## src/rtl/pht_pkg.sv

```systemverilog
package pht_pkg;

  // Control state of the lookup scan
  typedef enum logic [0:0] {
    PH_IDLE = 1'b0,
    PH_SCAN = 1'b1
  } ph_state_e;

endpackage

```

## src/rtl/pht_dist.sv

```systemverilog
// Sum of absolute differences over the characteristic fields
module pht_dist #(
  parameter int NFIELD  = 3,
  parameter int FIELD_W = 8,
  parameter int DIST_W  = 10
) (
  input  logic [NFIELD*FIELD_W-1:0] a_i,
  input  logic [NFIELD*FIELD_W-1:0] b_i,
  output logic [DIST_W-1:0]         dist_o
);

  logic [FIELD_W-1:0] absdiff [NFIELD];

  for (genvar k = 0; k < NFIELD; k++) begin : g_fld
    logic [FIELD_W-1:0] fa;
    logic [FIELD_W-1:0] fb;
    assign fa         = a_i[k*FIELD_W +: FIELD_W];
    assign fb         = b_i[k*FIELD_W +: FIELD_W];
    assign absdiff[k] = (fa >= fb) ? (fa - fb) : (fb - fa);
  end

  always_comb begin
    dist_o = '0;
    for (int k = 0; k < NFIELD; k++) begin
      dist_o = dist_o + DIST_W'(absdiff[k]);
    end
  end

endmodule

```

## src/rtl/pht_store.sv

```systemverilog
// Record storage: identifier match on store, ring allocation, one read port
module pht_store #(
  parameter int DEPTH = 8,
  parameter int ID_W  = 8,
  parameter int VEC_W = 24,
  parameter int CFG_W = 8,
  localparam int PTR_W = (DEPTH > 1) ? $clog2(DEPTH) : 1
) (
  input  logic             clk_i,
  input  logic             rst_ni,
  input  logic             wr_en_i,
  input  logic [ID_W-1:0]  wr_id_i,
  input  logic [VEC_W-1:0] wr_vec_i,
  input  logic [CFG_W-1:0] wr_cfg_i,
  input  logic [PTR_W-1:0] rd_idx_i,
  output logic             rd_valid_o,
  output logic [ID_W-1:0]  rd_id_o,
  output logic [VEC_W-1:0] rd_vec_o,
  output logic [CFG_W-1:0] rd_cfg_o,
  output logic [PTR_W-1:0] head_nxt_o
);

  localparam logic [PTR_W-1:0] LAST_SLOT = PTR_W'(DEPTH - 1);

  logic [DEPTH-1:0] valid_q, valid_d;
  logic [DEPTH-1:0] id_match;
  logic [DEPTH-1:0] slot_we;
  logic [PTR_W-1:0] head_q, head_d;
  logic [PTR_W-1:0] upd_idx, tgt_idx;
  logic             upd_found;

  logic [ID_W-1:0]  id_arr  [DEPTH];
  logic [VEC_W-1:0] vec_arr [DEPTH];
  logic [CFG_W-1:0] cfg_arr [DEPTH];

  // Per-record identifier compare and write enable
  for (genvar e = 0; e < DEPTH; e++) begin : g_cmp
    assign id_match[e] = valid_q[e] && (id_arr[e] == wr_id_i);
    assign slot_we[e]  = wr_en_i && (tgt_idx == PTR_W'(e));
  end

  // Lowest matching slot (identifiers are unique, so at most one matches)
  always_comb begin
    upd_found = 1'b0;
    upd_idx   = '0;
    for (int e = 0; e < DEPTH; e++) begin
      if (id_match[e] && !upd_found) begin
        upd_found = 1'b1;
        upd_idx   = PTR_W'(e);
      end
    end
  end

  // Target slot and allocation pointer
  always_comb begin
    tgt_idx = upd_found ? upd_idx : head_q;
    head_d  = head_q;
    if (wr_en_i && !upd_found) begin
      head_d = (head_q == LAST_SLOT) ? '0 : head_q + 1'b1;
    end
    valid_d = valid_q | slot_we;
  end

  always_ff @(posedge clk_i or negedge rst_ni) begin
    if (!rst_ni) begin
      head_q  <= '0;
      valid_q <= '0;
    end else if (wr_en_i) begin
      head_q  <= head_d;
      valid_q <= valid_d;
    end
  end

  // Record payload, no reset; each record has its own clock enable
  for (genvar e = 0; e < DEPTH; e++) begin : g_ent
    logic [ID_W-1:0]  id_q;
    logic [VEC_W-1:0] vec_q;
    logic [CFG_W-1:0] cfg_q;

    always_ff @(posedge clk_i) begin
      if (slot_we[e]) begin
        id_q  <= wr_id_i;
        vec_q <= wr_vec_i;
        cfg_q <= wr_cfg_i;
      end
    end

    assign id_arr[e]  = id_q;
    assign vec_arr[e] = vec_q;
    assign cfg_arr[e] = cfg_q;
  end

  assign rd_valid_o = valid_q[rd_idx_i];
  assign rd_id_o    = id_arr[rd_idx_i];
  assign rd_vec_o   = vec_arr[rd_idx_i];
  assign rd_cfg_o   = cfg_arr[rd_idx_i];
  assign head_nxt_o = head_d;

endmodule

```

## src/rtl/pht_search.sv

```systemverilog
// Sequential scan, newest record first, one record per clock
module pht_search
  import pht_pkg::*;
#(
  parameter int DEPTH   = 8,
  parameter int ID_W    = 8,
  parameter int NFIELD  = 3,
  parameter int FIELD_W = 8,
  parameter int CFG_W   = 8,
  localparam int VEC_W  = NFIELD * FIELD_W,
  localparam int DIST_W = FIELD_W + $clog2(NFIELD + 1),
  localparam int PTR_W  = (DEPTH > 1) ? $clog2(DEPTH) : 1
) (
  input  logic              clk_i,
  input  logic              rst_ni,
  input  logic              req_i,
  input  logic [ID_W-1:0]   req_id_i,
  input  logic [VEC_W-1:0]  req_vec_i,
  input  logic [PTR_W-1:0]  head_i,
  output logic [PTR_W-1:0]  rd_idx_o,
  input  logic              rd_valid_i,
  input  logic [ID_W-1:0]   rd_id_i,
  input  logic [VEC_W-1:0]  rd_vec_i,
  input  logic [CFG_W-1:0]  rd_cfg_i,
  output logic              busy_o,
  output logic              done_o,
  output logic              hit_o,
  output logic              found_o,
  output logic [CFG_W-1:0]  cfg_o,
  output logic [DIST_W-1:0] dist_o
);

  localparam logic [PTR_W-1:0] LAST_STEP = PTR_W'(DEPTH - 1);
  localparam logic [PTR_W:0]   DEPTH_X   = (PTR_W + 1)'(DEPTH);

  ph_state_e         state_q, state_d;
  logic [PTR_W-1:0]  step_q, step_d;
  logic              done_q, done_d;
  logic              res_hit_q, res_hit_d;
  logic              res_fnd_q, res_fnd_d;
  logic [CFG_W-1:0]  res_cfg_q, res_cfg_d;
  logic [DIST_W-1:0] res_dst_q, res_dst_d;

  logic [PTR_W-1:0]  base_q, base_d;
  logic [ID_W-1:0]   qid_q, qid_d;
  logic [VEC_W-1:0]  qvec_q, qvec_d;
  logic              hit_q, hit_d;
  logic [CFG_W-1:0]  hcfg_q, hcfg_d;
  logic [DIST_W-1:0] hdst_q, hdst_d;
  logic              bfnd_q, bfnd_d;
  logic [CFG_W-1:0]  bcfg_q, bcfg_d;
  logic [DIST_W-1:0] bdst_q, bdst_d;

  logic              accept;
  logic              scan;
  logic              acc_en;
  logic              last_step;
  logic [PTR_W:0]    slot_x;
  logic [DIST_W-1:0] cur_dist;

  assign accept    = (state_q == PH_IDLE) && req_i;
  assign scan      = (state_q == PH_SCAN);
  assign acc_en    = accept || scan;
  assign last_step = (step_q == LAST_STEP);

  // Slot visited this cycle: base-1-step, wrapped into the table
  always_comb begin
    slot_x = {1'b0, base_q} + (DEPTH_X - 1'b1) - {1'b0, step_q};
    if (slot_x >= DEPTH_X) begin
      slot_x = slot_x - DEPTH_X;
    end
  end
  assign rd_idx_o = slot_x[PTR_W-1:0];

  pht_dist #(
    .NFIELD (NFIELD),
    .FIELD_W(FIELD_W),
    .DIST_W (DIST_W)
  ) u_dist (
    .a_i   (qvec_q),
    .b_i   (rd_vec_i),
    .dist_o(cur_dist)
  );

  // Next-state and accumulator logic
  always_comb begin
    state_d   = state_q;
    step_d    = step_q;
    done_d    = 1'b0;
    res_hit_d = res_hit_q;
    res_fnd_d = res_fnd_q;
    res_cfg_d = res_cfg_q;
    res_dst_d = res_dst_q;
    base_d    = base_q;
    qid_d     = qid_q;
    qvec_d    = qvec_q;
    hit_d     = hit_q;
    hcfg_d    = hcfg_q;
    hdst_d    = hdst_q;
    bfnd_d    = bfnd_q;
    bcfg_d    = bcfg_q;
    bdst_d    = bdst_q;

    unique case (state_q)
      PH_IDLE: begin
        if (req_i) begin
          state_d = PH_SCAN;
          step_d  = '0;
          base_d  = head_i;
          qid_d   = req_id_i;
          qvec_d  = req_vec_i;
          hit_d   = 1'b0;
          hcfg_d  = '0;
          hdst_d  = '0;
          bfnd_d  = 1'b0;
          bcfg_d  = '0;
          bdst_d  = '0;
        end
      end
      PH_SCAN: begin
        if (rd_valid_i) begin
          if (rd_id_i == qid_q) begin
            hit_d  = 1'b1;
            hcfg_d = rd_cfg_i;
            hdst_d = cur_dist;
          end
          // strict compare: an earlier-visited (newer) record keeps a tie
          if (!bfnd_q || (cur_dist < bdst_q)) begin
            bfnd_d = 1'b1;
            bcfg_d = rd_cfg_i;
            bdst_d = cur_dist;
          end
        end
        if (last_step) begin
          state_d = PH_IDLE;
          done_d  = 1'b1;
          if (hit_d) begin
            res_hit_d = 1'b1;
            res_fnd_d = 1'b1;
            res_cfg_d = hcfg_d;
            res_dst_d = hdst_d;
          end else if (bfnd_d) begin
            res_hit_d = 1'b0;
            res_fnd_d = 1'b1;
            res_cfg_d = bcfg_d;
            res_dst_d = bdst_d;
          end else begin
            res_hit_d = 1'b0;
            res_fnd_d = 1'b0;
            res_cfg_d = '0;
            res_dst_d = '0;
          end
        end else begin
          step_d = step_q + 1'b1;
        end
      end
      default: state_d = PH_IDLE;
    endcase
  end

  // Control and result registers
  always_ff @(posedge clk_i or negedge rst_ni) begin
    if (!rst_ni) begin
      state_q   <= PH_IDLE;
      step_q    <= '0;
      done_q    <= 1'b0;
      res_hit_q <= 1'b0;
      res_fnd_q <= 1'b0;
      res_cfg_q <= '0;
      res_dst_q <= '0;
    end else begin
      state_q <= state_d;
      done_q  <= done_d;
      if (acc_en) begin
        step_q <= step_d;
      end
      if (done_d) begin
        res_hit_q <= res_hit_d;
        res_fnd_q <= res_fnd_d;
        res_cfg_q <= res_cfg_d;
        res_dst_q <= res_dst_d;
      end
    end
  end

  // Query and accumulator registers, no reset; loaded on accept
  always_ff @(posedge clk_i) begin
    if (acc_en) begin
      base_q <= base_d;
      qid_q  <= qid_d;
      qvec_q <= qvec_d;
      hit_q  <= hit_d;
      hcfg_q <= hcfg_d;
      hdst_q <= hdst_d;
      bfnd_q <= bfnd_d;
      bcfg_q <= bcfg_d;
      bdst_q <= bdst_d;
    end
  end

  assign busy_o  = scan;
  assign done_o  = done_q;
  assign hit_o   = res_hit_q;
  assign found_o = res_fnd_q;
  assign cfg_o   = res_cfg_q;
  assign dist_o  = res_dst_q;

endmodule

```

## src/rtl/phase_hist_table.sv

```systemverilog
// Phase history table: exact-identifier hit or nearest stored phase
module phase_hist_table #(
  parameter int DEPTH   = 8,
  parameter int ID_W    = 8,
  parameter int NFIELD  = 3,
  parameter int FIELD_W = 8,
  parameter int CFG_W   = 8,
  localparam int VEC_W  = NFIELD * FIELD_W,
  localparam int DIST_W = FIELD_W + $clog2(NFIELD + 1),
  localparam int PTR_W  = (DEPTH > 1) ? $clog2(DEPTH) : 1
) (
  input  logic              clk_i,
  input  logic              rst_ni,
  input  logic              lookup_valid_i,
  input  logic [ID_W-1:0]   lookup_id_i,
  input  logic [VEC_W-1:0]  lookup_vec_i,
  input  logic              store_en_i,
  input  logic [ID_W-1:0]   store_id_i,
  input  logic [VEC_W-1:0]  store_vec_i,
  input  logic [CFG_W-1:0]  store_cfg_i,
  output logic              busy_o,
  output logic              done_o,
  output logic              hit_o,
  output logic              found_o,
  output logic [CFG_W-1:0]  cfg_o,
  output logic [DIST_W-1:0] dist_o
);

  logic [PTR_W-1:0] rd_idx;
  logic [PTR_W-1:0] head_nxt;
  logic             rd_valid;
  logic [ID_W-1:0]  rd_id;
  logic [VEC_W-1:0] rd_vec;
  logic [CFG_W-1:0] rd_cfg;

  pht_store #(
    .DEPTH(DEPTH),
    .ID_W (ID_W),
    .VEC_W(VEC_W),
    .CFG_W(CFG_W)
  ) u_store (
    .clk_i     (clk_i),
    .rst_ni    (rst_ni),
    .wr_en_i   (store_en_i),
    .wr_id_i   (store_id_i),
    .wr_vec_i  (store_vec_i),
    .wr_cfg_i  (store_cfg_i),
    .rd_idx_i  (rd_idx),
    .rd_valid_o(rd_valid),
    .rd_id_o   (rd_id),
    .rd_vec_o  (rd_vec),
    .rd_cfg_o  (rd_cfg),
    .head_nxt_o(head_nxt)
  );

  // head_nxt already includes a store on the accepting edge
  pht_search #(
    .DEPTH  (DEPTH),
    .ID_W   (ID_W),
    .NFIELD (NFIELD),
    .FIELD_W(FIELD_W),
    .CFG_W  (CFG_W)
  ) u_search (
    .clk_i     (clk_i),
    .rst_ni    (rst_ni),
    .req_i     (lookup_valid_i),
    .req_id_i  (lookup_id_i),
    .req_vec_i (lookup_vec_i),
    .head_i    (head_nxt),
    .rd_idx_o  (rd_idx),
    .rd_valid_i(rd_valid),
    .rd_id_i   (rd_id),
    .rd_vec_i  (rd_vec),
    .rd_cfg_i  (rd_cfg),
    .busy_o    (busy_o),
    .done_o    (done_o),
    .hit_o     (hit_o),
    .found_o   (found_o),
    .cfg_o     (cfg_o),
    .dist_o    (dist_o)
  );

endmodule

```

## config.mk

```make
export PLATFORM = sky130hd
export DESIGN_NAME = phase_hist_table
export DESIGN_NICKNAME = d
export VERILOG_FILES = /design/src/rtl/pht_pkg.sv /design/src/rtl/pht_dist.sv /design/src/rtl/pht_store.sv /design/src/rtl/pht_search.sv /design/src/rtl/phase_hist_table.sv
export SDC_FILE = /design/constraint.sdc
export NUM_CORES = 1
export LEC_CHECK = 0
export BUFFER_PORTS_ARGS = -buffer_cell sky130_fd_sc_hd__buf_2
export CORE_ASPECT_RATIO = 1.4
export CORE_MARGIN = 2
export CORE_UTILIZATION = 40
export CTS_CLUSTER_DIAMETER = 50
export DETAILED_ROUTE_END_ITERATION = 12
export GPL_ROUTABILITY_DRIVEN = 1
export MAX_ROUTING_LAYER = met4
export PLACE_DENSITY = 0.57
export SLEW_MARGIN = 20
export SYNTH_ARGS = -nofsm -noshare
export SYNTH_HDL_FRONTEND = slang
export SYNTH_HIERARCHICAL = 1
export SYNTH_SLANG_ARGS = --single-unit
```

## constraint.sdc

```tcl
create_clock -name clk_i -period 10.7 [get_ports clk_i]
set_input_delay 1.605 -clock clk_i [delete_from_list [all_inputs] [get_ports clk_i]]
set_output_delay 1.605 -clock clk_i [all_outputs]
set_load 0.005 [all_outputs]
```

* Yosys cells after proc, flatten, opt, wreduce, memory -nomap -nowiden *
Cells that the tools add are included.

storage, ports and cells
  flip-flop bits (word level) = 429
  output and inout port bits = 22

operators by class
  magnitude comparators = 7
  reductions and logical operators = 41
  add/sub/neg operators = 13
  muxes and demuxes = 71
  eq/ne operators = 20
  bitwise gates (word level) = 3

operators with widths
  operator             number
  $mux 8               14
  $bmux 24 s3          1
  $eq 8x8->1           9
  $mux 10              7
  $bmux 8 s3           2
  $mux 24              2
  $sub 8x8->8          6
  $pmux 10 s2          2
  $mux 3               12
  $pmux 8 s2           2
  $logic_and 1x1->1    25
  $ge 8x8->1           3
  $mux 1               24
  $eq 3x3->1 const B   6
  $add 9x8->10         1
  $lt 10x10->1         1
  $add 8x8->9          1
  $logic_not 1->1      9
  $reduce_and 3->1     3
  $ge 4x4->1 const B   2
  $or 8x8->8           1
  $add 3x1->3 const B  2
  $eq 3x2->1 const B   2
  $pmux 1 s2           3
  13 further kinds     15

* Logic depth before layout (Yosys ltp) *
Gate-level depths: netlist of run 1.

  word-level depth = 28
  depth in mapped cells = 36
  depth with buffers taken out = 31

* By module *
Netlist of run 1, hierarchy kept.

by module, submodules not included
  module      seq. area each (µm²)  instances  cells each  area each (µm²)
  pht_store   9884.5                1          634         13472.9
  pht_search  2817.7                1          328         4434.3
  pht_dist    0.0                   1          302         2351.0

* Worst setup path before layout of run 1 *
No wires, ideal clock.

  path kind = flip-flop to flip-flop
  from = register u_search.step_q[0]
  to = register u_search.bdst_q[7] (data pin)
  stages on the path, launching flop included = 31
  setup slack = 3.375 ns
  required time = 10.441 ns
  arrival time = 7.067 ns
  period minus slack after synthesis = 7.325 ns
  cell sequence = dfrtp_1 inv_1 ha_1 fa_1 clkbuf_1 clkbuf_1 mux4_2 mux2_2 ha_1 buf_2 a21oi_1 and2_2 a21oi_2 a211oi_4 mux2i_1 xor2_1 fa_1 inv_1 ha_1 a21o_1 a21oi_1 o21ai_0 o41ai_1 xor2_1 ha_1 nand4_1 o311ai_2 buf_6 buf_12 mux2i_1 nor2b_1

on the way
  elaborated cells between the ends (all ways) = 29
  classes of those cells = 10 x add/sub; 5 x order compare; 12 x mux; 1 x bitwise; 1 x reduce/logical

RTL lines
  what                                              line                                source
  start: declaration                                pht_search.sv:37                    logic [PTR_W-1:0] step_q, step_d;
  start signal: assignment                          pht_search.sv:175                   step_q <= step_d;
  $sub 4x3->4 (*)                                   pht_search.sv:68                    slot_x = {1'b0, base_q} + (DEPTH_X - 1'b1) - {1'b0, step_q};
  $ge 4x4->1 / $sub 3x1->3 (equally long branches)  pht_search.sv:69, pht_search.sv:70
  $mux 3 (*)                                        pht_search.sv:69                    if (slot_x >= DEPTH_X) begin
  net rd_idx[1]                                     phase_hist_table.sv:29              logic [PTR_W-1:0] rd_idx;
  $not 3->4 (implied by the code) (*)               pht_store.sv:95                     assign rd_vec_o = vec_arr[rd_idx_i];
  $bmux 24 s3 (*)                                   pht_store.sv:95
  $mux 24 (implied by the code) (*) (2 in series)   pht_store.sv:95
  net rd_vec[19]                                    phase_hist_table.sv:33              logic [VEC_W-1:0] rd_vec;
  $sub 8x8->8 / $ge 8x8->1 (equally long branches)  pht_dist.sv:19                      assign absdiff[k] = (fa >= fb) ? (fa - fb) : (fb - fa);
  $mux 8 (*)                                        pht_dist.sv:19
  $add 9x8->10 (*)                                  pht_dist.sv:25                      dist_o = dist_o + DIST_W'(absdiff[k]);
  net u_search.cur_dist[8]                          pht_search.sv:59                    logic [DIST_W-1:0] cur_dist;
  $lt 10x10->1 (*)                                  pht_search.sv:128                   if (!bfnd_q || (cur_dist < bdst_q)) begin
  $logic_or 1x1->1 (*)                              pht_search.sv:128
  $mux 10 (*)                                       pht_search.sv:128
  $mux 10 (*)                                       pht_search.sv:121                   if (rd_valid_i) begin
  $pmux 10 s2 (*)                                   pht_search.sv:104                   unique case (state_q)
  end signal: assignment                            pht_search.sv:197                   bdst_q <= bdst_d;
  end: declaration                                  pht_search.sv:52                    logic [DIST_W-1:0] bdst_q, bdst_d;

Mark *: on every way through the listed nets, which the timed path passes. The rest lies on a longest branch. The select of a mux whose other input is x is not followed.
A chain may end at the register's enable or synchronous reset.

* Worst setup path in the final report of run 1 *
  from = register u_search.step_q[0]
  to = register u_search.bdst_q[7] (data pin)

on the way
  elaborated cells between the ends (all ways) = 29
  classes of those cells = 10 x add/sub; 5 x order compare; 12 x mux; 1 x bitwise; 1 x reduce/logical

RTL lines
  what                                              line
  $sub 4x3->4 (*)                                   pht_search.sv:68
  $ge 4x4->1 / $sub 3x1->3 (equally long branches)  pht_search.sv:69, pht_search.sv:70
  $mux 3 (*)                                        pht_search.sv:69
  net rd_idx[1]                                     phase_hist_table.sv:29
  $not 3->4 (implied by the code) (*)               pht_store.sv:95
  $bmux 24 s3 (*)                                   pht_store.sv:95
  $mux 24 (implied by the code) (*) (2 in series)   pht_store.sv:95
  net rd_vec[19]                                    phase_hist_table.sv:33
  $sub 8x8->8 / $ge 8x8->1 (equally long branches)  pht_dist.sv:19
  $mux 8 (*)                                        pht_dist.sv:19
  $add 9x8->10 (*)                                  pht_dist.sv:25
  net u_search.cur_dist[7]                          pht_search.sv:59
  $lt 10x10->1                                      pht_search.sv:128
  $logic_or 1x1->1                                  pht_search.sv:128
  $mux 10 (*)                                       pht_search.sv:128
  $mux 10 (*)                                       pht_search.sv:121
  $pmux 10 s2 (*)                                   pht_search.sv:104

Marks and branches as above.

==> results of run 1 <==
[metrics by stage]
stage          hold slack, ns  std cells  cell area [sq um]
2_1_floorplan          0.4438       1264              20260
3_3_place_gp           0.4628       1973              21520
3_5_place_dp           0.4711       1973              21530
4_1_cts                0.4853       2050              23020
5_1_grt                0.5182       2056              23030
6_report               0.4813       2056              23030
[worst reg2reg max path, cell delays in order (launching register included)]
cell	delay, ns
dfrtp_1	0.38
inv_1	0.10
ha_4	0.17
fa_4	1.39
mux4_2	0.49
mux2_2	0.29
ha_1	0.39
a21oi_1	0.21
and2_2	0.20
a21oi_2	0.07
a211oi_4	0.46
mux2i_1	0.27
xor2_1	0.33
fa_1	0.50
fa_1	0.48
nor2b_1	0.12
o21ai_0	0.10
a21boi_0	0.28
o21a_1	0.16
nor2_1	0.05
xnor2_1	0.42
ha_1	0.22
nand4_1	0.15
o311ai_4	0.52
buf_4	0.36
mux2i_1	0.28
nor2b_1	0.07
[final timing paths]
kind	end	cells after the start
setup / recovery	u_search/bdst_q[7]$_SDFFCE_PN0P_	26
hold / removal	u_search/hit_o$_DFFE_PN0P_	2
setup reg to reg	u_search/bdst_q[7]$_SDFFCE_PN0P_	26
hold reg to reg	u_search/hit_o$_DFFE_PN0P_	2
max in group asynchronous	u_search/dist_o[2]$_DFFE_PN0P_	1
min in group asynchronous	u_store/valid_q[6]$_DFFE_PN0P_	1
[layout by cell type (no fill, tap or decap), types with 4 or more instances in the layout]
master and n:
a21o_1 13, a21oi_1 36, a221oi_1 10, a22oi_1 10
buf_2 97, buf_4 24, bufinv_16 6, clkbuf_16 46
clkinv_1 6, clkinv_2 9, clkinvlp_4 4, dfrtp_1 36
diode_2 6, edfxtp_1 393, fa_1 15, ha_1 65
inv_1 93, mux2_2 48, mux2i_1 57, mux4_2 82
nand2_1 37, nand3_1 10, nand4_1 16, nor2_1 28
nor2b_1 39, nor3_1 8, nor3_2 10, o21ai_0 25
o21bai_1 5, o221ai_1 10, o22ai_1 8, o31ai_1 4
xnor2_1 81, xor2_1 16
[sequential cells by signal, indices dropped and copies added (netlist names)]
name	cells
u_search/base_q	3
u_search/hit_q	1
u_search/busy_o	1
u_search/done_o	1
u_store/g_ent.id_q	64
u_store/valid_q	8
u_search/hit_o	1
u_search/dist_o	10
u_search/found_o	1
u_store/head_q	3
u_store/g_ent.cfg_q	64
u_store/g_ent.vec_q	192
u_search/bfnd_q	1
u_search/hcfg_q	8
u_search/bcfg_q	8
u_search/step_q	3
u_search/hdst_q	10
u_search/cfg_o	8
u_search/qvec_q	24
u_search/bdst_q	10
u_search/qid_q	8
[cell type report]
cell class              instances  area (sq um)
fillers                      4409         26970
flip-flops and latches        429         12700
multi-input cells             687          7012
clock buffers                  49          1162
well taps                     643         804.5
repair buffers                121         665.6
inverters                      93         349.1
clock inverters                28         321.6
diodes                          6         15.01
[per-layer routing]
| metal | track usage, % | routed length (um) |
|---|---|---|
| met5 | - | 0 |
| met4 | 5.403 | 1056 |
| met3 | 2.585 | 1744 |
| met2 | 30.89 | 23820 |
| met1 | 22.43 | 19390 |
[cell families (layout without fill, tap and decap cells)]
kind of cell	count (synthesis)	after routing	synth area share, %
flops	429	429	62.70
mux	187	187	14.60
simple gates	168	168	4.348
compound gates	152	152	5.262
buf+inv	148	291	3.193
xor+xnor	98	98	4.237
fa+ha+maj	82	82	5.657
other cells	0	6	0
==> summary.txt, run 1 <==
Yosys
  • Distinct cells, synth: 60
  • Post-Syn Area: roughly 20000 sq um
  • Post-synth top cells: edfxtp_1 (393), inv_1 (93), mux4_2 (82), xnor2_1 (82), ha_1 (66)
  • Most instantiated library cell after synthesis: edfxtp_1
  • EDFF count, synth: between 300 and 400
  • Mapped Cells: about 1300
  • Post-synth ARST share: approximately 8.4%
  • Prevailing post-synth register cell: edfxtp_1
  • Sequential area share after synthesis: 62.70%
  • Yosys warns: 6
  • Mean post-synth cell area: between 15 and 20 sq um
  • Synth top area share: 58.25%
  • Synth area leaders: edfxtp_1 (58%), mux4_2 (9.1%), dfrtp_1 (4.4%)
  • Syn nets: approximately 1400
  • Area leader, netlist: edfxtp_1
  • #FFs+latches synth: 429

CTS
  • CTS Root Cell: clkbuf_16
  • Resized cells post-CTS: 0
  • Postcts setup bufs: 0
  • Clock sinks: approximately 430
  • CTS tree: yes
  • Max H-tree Level: 2
  • Clock tree buffer depth: 3
  • Clk Latency, worst-skew pair: between 0.5 and 0.6 ns
  • CTS buffer count: 44
  • CTS clock-pin slew for the worst setup and hold paths: approximately 0.060 ns
  • Cts hold-fix bufs: 0

GRT
  • First-pass GRT wire length: 70060 um
  • Vias in the first global route: approximately 11000
  • Largest net degree at the start of global routing: between 50 and 60
  • Global route overflow: 0
  • Antenna violations before repair: 6
  • GRT Total Usage: 18.11%

Floorplanning
  • Number of placed I/O pins: approximately 100
  • # rows: 97
  • Die X: approximately 200 um
  • Initial core utilization: about two fifths
  • Die Area: around 52000 sq um
  • Die height: ~270 um
  • Core area: 50000 sq um

Worst setup path
  • Startpoint Class: flip-flop
  • WP buf/inv: 2
  • Crit path kind: flip-flop to flip-flop
  • Crit path capture type: flip-flop
  • Slowest Stage Delay on Critical Path: between 1 and 1.5 ns
  • Critical Path AT: between 9 and 10 ns
  • Family with the most delay on the worst path: adder cells
  • Reg2reg setup slack: 1.99 ns
  • Reg2reg start: u_search/step_q[0]$_DFFE_PN0P_
  • Crit-path slowest cell: fa_4
  • Critical path launch point: u_search/step_q[0]$_DFFE_PN0P_
  • Req. time, crit path: approximately 11 ns
  • Crit-path max FO: 54

Route
  • Routed len/inst: between 20 and 25 um
  • Vias per cell: ~5.3
  • Total wire length: 46010 um
  • DR vias: 10970
  • DRT antenna net count: 0
  • DR pass1 iterations: 5
  • DRC Markers: 0
  • Iteration-0 DRC Markers: 580

Timing
  • Slew Viols, Final: 0
  • Slew margin rel.: 36.40%
  • FMAX: ~0.11 GHz
  • Worst slew pin tran: roughly 0.95 ns
  • Clock Skews: roughly 0.032 ns
  • Hold Vio Cnt, Final: 0
  • Period Utilization, post-route: between 80% and 90%
  • RSZ-0062 raised after global routing: no
  • Final setup margin: ~2.0 ns
  • Fin crit period: 8.712 ns
  • Setup TNS: 0 ns
  • Count of final setup violators: 0

Final layout
  • Final net count: about 1500
  • Share of cells above drive strength 1: between 20% and 30%
  • Final core occ: a little under half
  • Area Overhead vs Synth: 13.69%

Worst hold path
  • Hold_sp: u_search/hit_o$_DFFE_PN0P_
  • Min-Delay Path Class: flip-flop to flip-flop

Status
  • Outcome: complete, no violations

Run
  • Max-cap viol count: 0

Placement
  • Post-DP HPWL: 29810 um
  • Place WS: ~1.9 ns
  • IO Port Bufs: 97
  • Global placement routability congestion: 0.8536
Power of run 1 is left out: the tool's default activity adds up to more than one toggle a clock period on the data nets, which glitch-free logic cannot reach.
==> run 2, diff against run 1 <==
- ABC_AREA: unset -> 1
- clock period: 10.7 -> 8.7 ns (I/O delays scaled with it)
==> run 2 against run 1 <==
Against the previous run:
- synthesized area grew 8.7%
- maximum frequency grew 13%
- design area is 6.9% higher
- critical endpoint is now u_search/bcfg_q[5]$_SDFFCE_PN0P_
==> summary.txt, run 2 <==
CTS
  • Postcts setup bufs: 0
  • Clock sinks: between 400 and 500
  • CTS tree: yes
  • CTS buffer count: 44
  • Resized cells post-CTS: 0
  • CTS Root Cell: clkbuf_16
  • Clk Latency, worst-skew pair: between 0.5 and 0.6 ns
  • Max H-tree Level: 2
  • Cts hold-fix bufs: 0
  • Clock tree buffer depth: 3
  • CTS clock-pin slew for the worst setup and hold paths: approximately 0.070 ns

Timing
  • Setup TNS: 0 ns
  • FMAX: 0.1295 GHz
  • Worst slew pin tran: about 0.90 ns
  • Slew margin rel.: 40.27%
  • Clock Skews: 0.01734 ns
  • RSZ-0062 raised after global routing: no
  • Count of final setup violators: 0
  • Fin crit period: between 7 and 8 ns
  • Slew Viols, Final: 0
  • Hold Vio Cnt, Final: 0
  • Period Utilization, post-route: roughly 90%

Placement
  • IO Port Bufs: just under 100
  • Global placement routability congestion: approximately 0.9
  • Post-DP HPWL: ~38000 um

Route
  • Iteration-0 DRC Markers: 967
  • DRT antenna net count: 0
  • Total wire length: ~56000 um
  • Routed len/inst: around 18 um
  • DR vias: ~16000
  • Vias per cell: about 5.1
  • DRC Markers: 0
  • DR pass1 iterations: 5

Worst setup path
  • Req. time, crit path: between 9 and 10 ns
  • Critical R2R Capture: u_search/bcfg_q[5]$_SDFFCE_PN0P_
  • Slowest Stage Delay on Critical Path: around 0.60 ns
  • Crit-path max FO: 30
  • Reg2reg setup slack: approximately 0.98 ns
  • Critical Path AT: approximately 8 ns
  • Reg2reg start: u_search/step_q[0]$_DFFE_PN0P_
  • Cells on worst reg2reg path: 34
  • Crit path kind: flip-flop to flip-flop
  • Crit-path slowest cell: fa_2
  • Startpoint Class: flip-flop
  • Family with the most delay on the worst path: adder cells
  • Crit path capture type: flip-flop
  • WP buf/inv: 7

Yosys
  • Synth top area share: between 50% and 60%
  • Post-synth top cells: edfxtp_1 (393), nand2_1 (373), nor2_1 (363)
  • Area leader, netlist: edfxtp_1
  • Post-Synth XOR/XNOR Area: roughly 1.7%
  • Mapped Cells: 2262
  • Mean post-synth cell area: 9.737 sq um
  • Adder-cell share of the synthesized area: under 10%
  • Post-synth ARST share: under 10%
  • Yosys warns: 6
  • Distinct cells, synth: 49
  • Post-Syn Area: approximately 22000 sq um
  • Compound-Gate Fraction of Synth Area: between 10% and 20%
  • Largest family of logic cells by synthesized area: simple AND/OR/NAND/NOR gates
  • Syn nets: about 2400
  • #FFs+latches synth: between 400 and 500
  • Prevailing post-synth register cell: edfxtp_1
  • EDFF count, synth: between 300 and 400
  • Sequential area share after synthesis: approximately 58%
  • Post-synthesis mux area share: 0%
  • Simple-gate share of the synthesized area: about 18%
  • Most instantiated library cell after synthesis: edfxtp_1
  • Synth area leaders: edfxtp_1 (54%), nand2_1 (6.4%), nor2_1 (6.2%)

Final layout
  • Top Registers: u_store/g_ent.vec_q: 192 flops, u_store/g_ent.cfg_q: 64 flops, u_store/g_ent.id_q: 64 flops
  • Area Overhead vs Synth: 11.84%
  • Most frequent cells in the layout: edfxtp_1 (393), nand2_1 (373), nor2_1 (360), inv_1 (263), o21ai_0 (207)
  • Max reg flops: between 150 and 200
  • Filler Cell Count: a little over 5000
  • Biggest register: u_store/g_ent.vec_q
  • Commonest non-fill, non-tap cell in the layout: edfxtp_1
  • Final net count: approximately 2500
  • Share of cells above drive strength 1: 12.92%

Worst hold path
  • Hold endpoint: u_search/hit_o$_DFFE_PN0P_
  • Min-Delay Path Class: flip-flop to flip-flop
  • Hold_sp: u_search/hit_o$_DFFE_PN0P_
  • Worst hold stages: 2

Floorplanning
  • Die X: between 200 and 250 um
  • Initial core utilization: 40.53%
  • Core area: roughly 54000 sq um
  • Die height: 281.6 um
  • # rows: roughly 100
  • Number of placed I/O pins: 98
  • Die Area: between 50000 and 60000 sq um

GRT
  • Vias in the first global route: between 15000 and 20000
  • GRT Total Usage: between 20% and 30%
  • Antenna violations before repair: 9
  • Global route overflow: 0
  • Largest net degree at the start of global routing: between 150 and 200
  • First-pass GRT wire length: approximately 87000 um

Run
  • Max-cap viol count: 0

Status
  • Outcome: complete, no violations
==> run 2: cell count changes after synthesis, moves of 26 or more <==
cell,change
nand2_1,+336
nor2_1,+335
o21ai_0,+182
inv_1,+178
nand3_1,+97
mux4_2,-82
xnor2_1,-59
mux2i_1,-57
mux2_2,-48
a31oi_1,+39
nor2b_1,-39
clkbuf_1,+33
o22ai_1,+26
==> run 2: worst register-to-register path, delay by kind of cell, from the launching register on <==
kind,cells,cell delay [ns]
adders and majority gates,7,2.57
and+or+nand+nor,11,1.35
AOI/OAI and AO/OA,8,1.78
DFF,1,0.35
xor gates and xnor gates,1,0.36
buffers and inverters,7,1.04
==> run 2: worst max path at each step <==
stage                                         from                          endpoint  slack, ns  cells after the start
floorplan           u_search/step_q[0]$_DFFE_PN0P_    u_search/dist_o[9]$_DFFE_PN0P_       1.97                     38
global placement    u_search/step_q[0]$_DFFE_PN0P_  u_search/bdst_q[7]$_SDFFCE_PN0P_       1.05                     34
detailed placement  u_search/step_q[0]$_DFFE_PN0P_  u_search/bcfg_q[4]$_SDFFCE_PN0P_       0.97                     34
CTS                 u_search/step_q[0]$_DFFE_PN0P_  u_search/bcfg_q[4]$_SDFFCE_PN0P_       0.93                     34
global route        u_search/step_q[0]$_DFFE_PN0P_  u_search/bcfg_q[6]$_SDFFCE_PN0P_       0.26                     34
finish              u_search/step_q[0]$_DFFE_PN0P_  u_search/bcfg_q[5]$_SDFFCE_PN0P_       0.98                     34
==> run 2: cell type report <==
| type | instances | area (sq um) | share of cell area, % |
|---|---|---|---|
| diodes | 11 | 27.53 | 0.1117 |
| clock buffers | 56 | 1176 | 4.775 |
| clock inverters | 21 | 201.4 | 0.8178 |
| inverters | 288 | 1084 | 4.399 |
| multi-input cells | 1448 | 7779 | 31.58 |
| flip-flops and latches | 429 | 12700 | 51.57 |
| well taps | 721 | 902.1 | 3.662 |
| repair buffers | 127 | 760.7 | 3.088 |
==> run 2: metrics by stage <==
stage | setup WS, ns | cell area, sq um | hold WS [ns] | utilization (%) | instances
6_report | 0.9804 | 24630 | 0.4830 | 45.33 | 3101
5_1_grt | 0.2609 | 24630 | 0.5280 | 45.32 | 3099
4_1_cts | 0.9323 | 24600 | 0.4864 | 45.28 | 3090
3_5_place_dp | 0.9659 | 23230 | 0.4705 | 42.74 | 3013
3_3_place_gp | 1.052 | 23230 | 0.4678 | 42.74 | 3013
2_1_floorplan | 1.974 | 22020 | 0.4401 | - | 2262
==> run 2: logic make-up (layout without fill, tap and decap cells) <==
kind of cell,after synthesis,after routing
AOI/OAI and AO/OA,405,405
xor gates and xnor gates,43,43
adders and majority gates,82,82
buffers and inverters,385,492
DFF,429,429
other,0,11
and+or+nand+nor,918,918
==> run 2: layer usage <==
| layer | global-route usage [%] | part of all wire, % |
|---|---|---|
| met5 | - | 0 |
| met4 | 7.767 | 3.3 |
| met3 | 3.098 | 4.2 |
| met2 | 35.16 | 50 |
| met1 | 24.04 | 43 |
Power of run 2 is left out for the same reason.
==> run 3, diff against run 2 <==
- CORE_UTILIZATION: 40 -> 55
- PLACE_DENSITY: 0.57 -> 0.73
==> run 3 against run 2 <==
Against the previous run:
- die area is 27% lower
- utilization up 16 points
- wire length is 5.0% lower
- register-to-register slack worse by 0.04 ns
- maximum frequency decreased by 0.51%
- critical path depth shrank 1
==> summary.txt, run 3 (synthesis results as in run 2) <==
CTS
  • CTS buffer count: 42
  • Postcts setup bufs: 0
  • Clock sinks: 429
  • CTS tree: yes
  • Clk Latency, worst-skew pair: approximately 0.57 ns
  • Resized cells post-CTS: 0
  • CTS clock-pin slew for the worst setup and hold paths: about 0.06 ns
  • Clock tree buffer depth: 3
  • Cts hold-fix bufs: 0
  • Max H-tree Level: 2
  • CTS Root Cell: clkbuf_16

Worst setup path
  • Crit path kind: flip-flop to flip-flop
  • Slowest Stage Delay on Critical Path: ~0.55 ns
  • WP buf/inv: 7
  • Family with the most delay on the worst path: adder cells
  • Startpoint Class: flip-flop
  • Crit-path slowest cell: xor2_1
  • Critical Path AT: approximately 8 ns
  • Crit path capture type: flip-flop
  • Req. time, crit path: about 9 ns
  • Cells on worst reg2reg path: 33
  • Crit-path max FO: 22
  • Reg2reg setup slack: ~0.94 ns
  • Critical R2R Capture: u_search/bcfg_q[5]$_SDFFCE_PN0P_
  • Reg2reg start: u_search/step_q[0]$_DFFE_PN0P_

Timing
  • Slew Viols, Final: 0
  • Setup TNS: 0 ns
  • RSZ-0062 raised after global routing: no
  • Count of final setup violators: 0
  • Hold_ws: between 0.4 and 0.5 ns
  • Worst slew pin tran: around 1.1 ns
  • FMAX: between 0.1 and 0.15 GHz
  • Final setup margin: between 0.9 and 1 ns
  • Slew margin rel.: 24.25%
  • Clock Skews: around 0.032 ns
  • Hold Vio Cnt, Final: 0
  • Period Utilization, post-route: approximately nine tenths
  • Fin crit period: around 7.8 ns

Route
  • DR vias: around 16000
  • Total wire length: 53480 um
  • Routed len/inst: 18.47 um
  • DR pass1 iterations: 5
  • Vias per cell: roughly 5.6
  • Iteration-0 DRC Markers: roughly 1300
  • DRT antenna net count: 0
  • DRC Markers: 0

Final layout
  • Most frequent cells in the layout: edfxtp_1 (393), nand2_1 (373), nor2_1 (360), inv_1 (263), o21ai_0 (207)
  • Biggest register: u_store/g_ent.vec_q
  • Share of cells above drive strength 1: approximately an eighth
  • Max reg flops: roughly 190
  • Final instance area: around 24000 sq um
  • Final net count: roughly 2500
  • Top Registers: u_store/g_ent.vec_q: 192 flops, u_store/g_ent.cfg_q: 64 flops, u_store/g_ent.id_q: 64 flops
  • Area Overhead vs Synth: 10.60%
  • Commonest non-fill, non-tap cell in the layout: edfxtp_1

GRT
  • Vias in the first global route: ~15000
  • Antenna violations before repair: 2
  • First-pass GRT wire length: roughly 83000 um
  • GR Util met2: around 45%
  • Largest net degree at the start of global routing: 98
  • Global route overflow: 0
  • GR peak layer: met2
  • Met3 GRT Util: under 10%
  • GRT Total Usage: 26.30%
  • Met1 usage: 32.36%

Placement
  • IO Port Bufs: between 90 and 100
  • Global placement routability congestion: between 0.9 and 1
  • Instance area after placement: roughly 23000 sq um
  • Place WS: between 1 and 1.5 ns
  • Post-DP HPWL: 35890 um

Status
  • Outcome: complete, no violations

Floorplanning
  • Die height: around 240 um
  • Number of placed I/O pins: a little under 100
  • # rows: 86
  • Die X: about 170 um
  • Initial core utilization: ~56%
  • Core area: 39490 sq um
  • Die Area: 41680 sq um

Worst hold path
  • Hold endpoint: u_store/valid_q[3]$_DFFE_PN0P_
  • Hold_sp: u_store/valid_q[3]$_DFFE_PN0P_
  • Worst hold stages: 2
  • Min-Delay Path Class: flip-flop to flip-flop

Run
  • Max-cap viol count: 0
## run 3: changes by cell type in the layout (fill, tap and decap cells not counted), moves of 3 or more
cell        change
clkbuf_1        -5
inv_2           -3
diode_2         -9
clkinvlp_4      +3
## run 3: worst max path at each step
stage	start	to	slack, ns	cells after the start
after floorplan	u_search/step_q[0]$_DFFE_PN0P_	u_search/dist_o[9]$_DFFE_PN0P_	1.97	38
after global placement	u_search/step_q[0]$_DFFE_PN0P_	u_search/bdst_q[7]$_SDFFCE_PN0P_	1.23	33
after detailed placement	u_search/step_q[0]$_DFFE_PN0P_	u_search/bcfg_q[5]$_SDFFCE_PN0P_	1.06	33
after CTS	u_search/step_q[0]$_DFFE_PN0P_	u_search/bcfg_q[5]$_SDFFCE_PN0P_	0.99	33
after global routing	u_search/step_q[0]$_DFFE_PN0P_	u_search/bcfg_q[6]$_SDFFCE_PN0P_	0.36	34
final	u_search/step_q[0]$_DFFE_PN0P_	u_search/bcfg_q[5]$_SDFFCE_PN0P_	0.94	33
## run 3: area by class of cell
| class | instances | area (sq um) |
|---|---|---|
| Fill cell | 3281 | 15130 |
| Sequential cell | 429 | 12700 |
| Multi-Input combinational cell | 1448 | 7779 |
| Clock buffer | 48 | 1105 |
| Inverter | 288 | 1084 |
| Timing Repair Buffer | 124 | 713.2 |
| Tap cell | 528 | 660.6 |
| Clock inverter | 29 | 311.5 |
| Antenna cell | 2 | 5.005 |
## run 3: layer usage
layer  wire length, um  share of wire, %
met2             26880                50
met1             21440                40
met5                 0                 0
met3              3315               6.2
met4              1840               3.4
## run 3: worst register-to-register path: cells and delay by family (launching register included)
family / cells / cell delay [ns]
AOI/OAI and AO/OA: 6 / 1.34
xor gates and xnor gates: 2 / 0.89
adders and majority gates: 7 / 2.30
buffers and inverters: 7 / 1.36
DFF: 1 / 0.36
and+or+nand+nor: 11 / 1.25
## run 3: through the flow
stage               cells  util [%]
finish               2896     61.68
global route         2896     61.68
CTS                  2893     61.62
detailed placement   2816     58.04
global placement     2816     58.04
floorplan            2262         -
Power of run 3 is left out for the same reason.
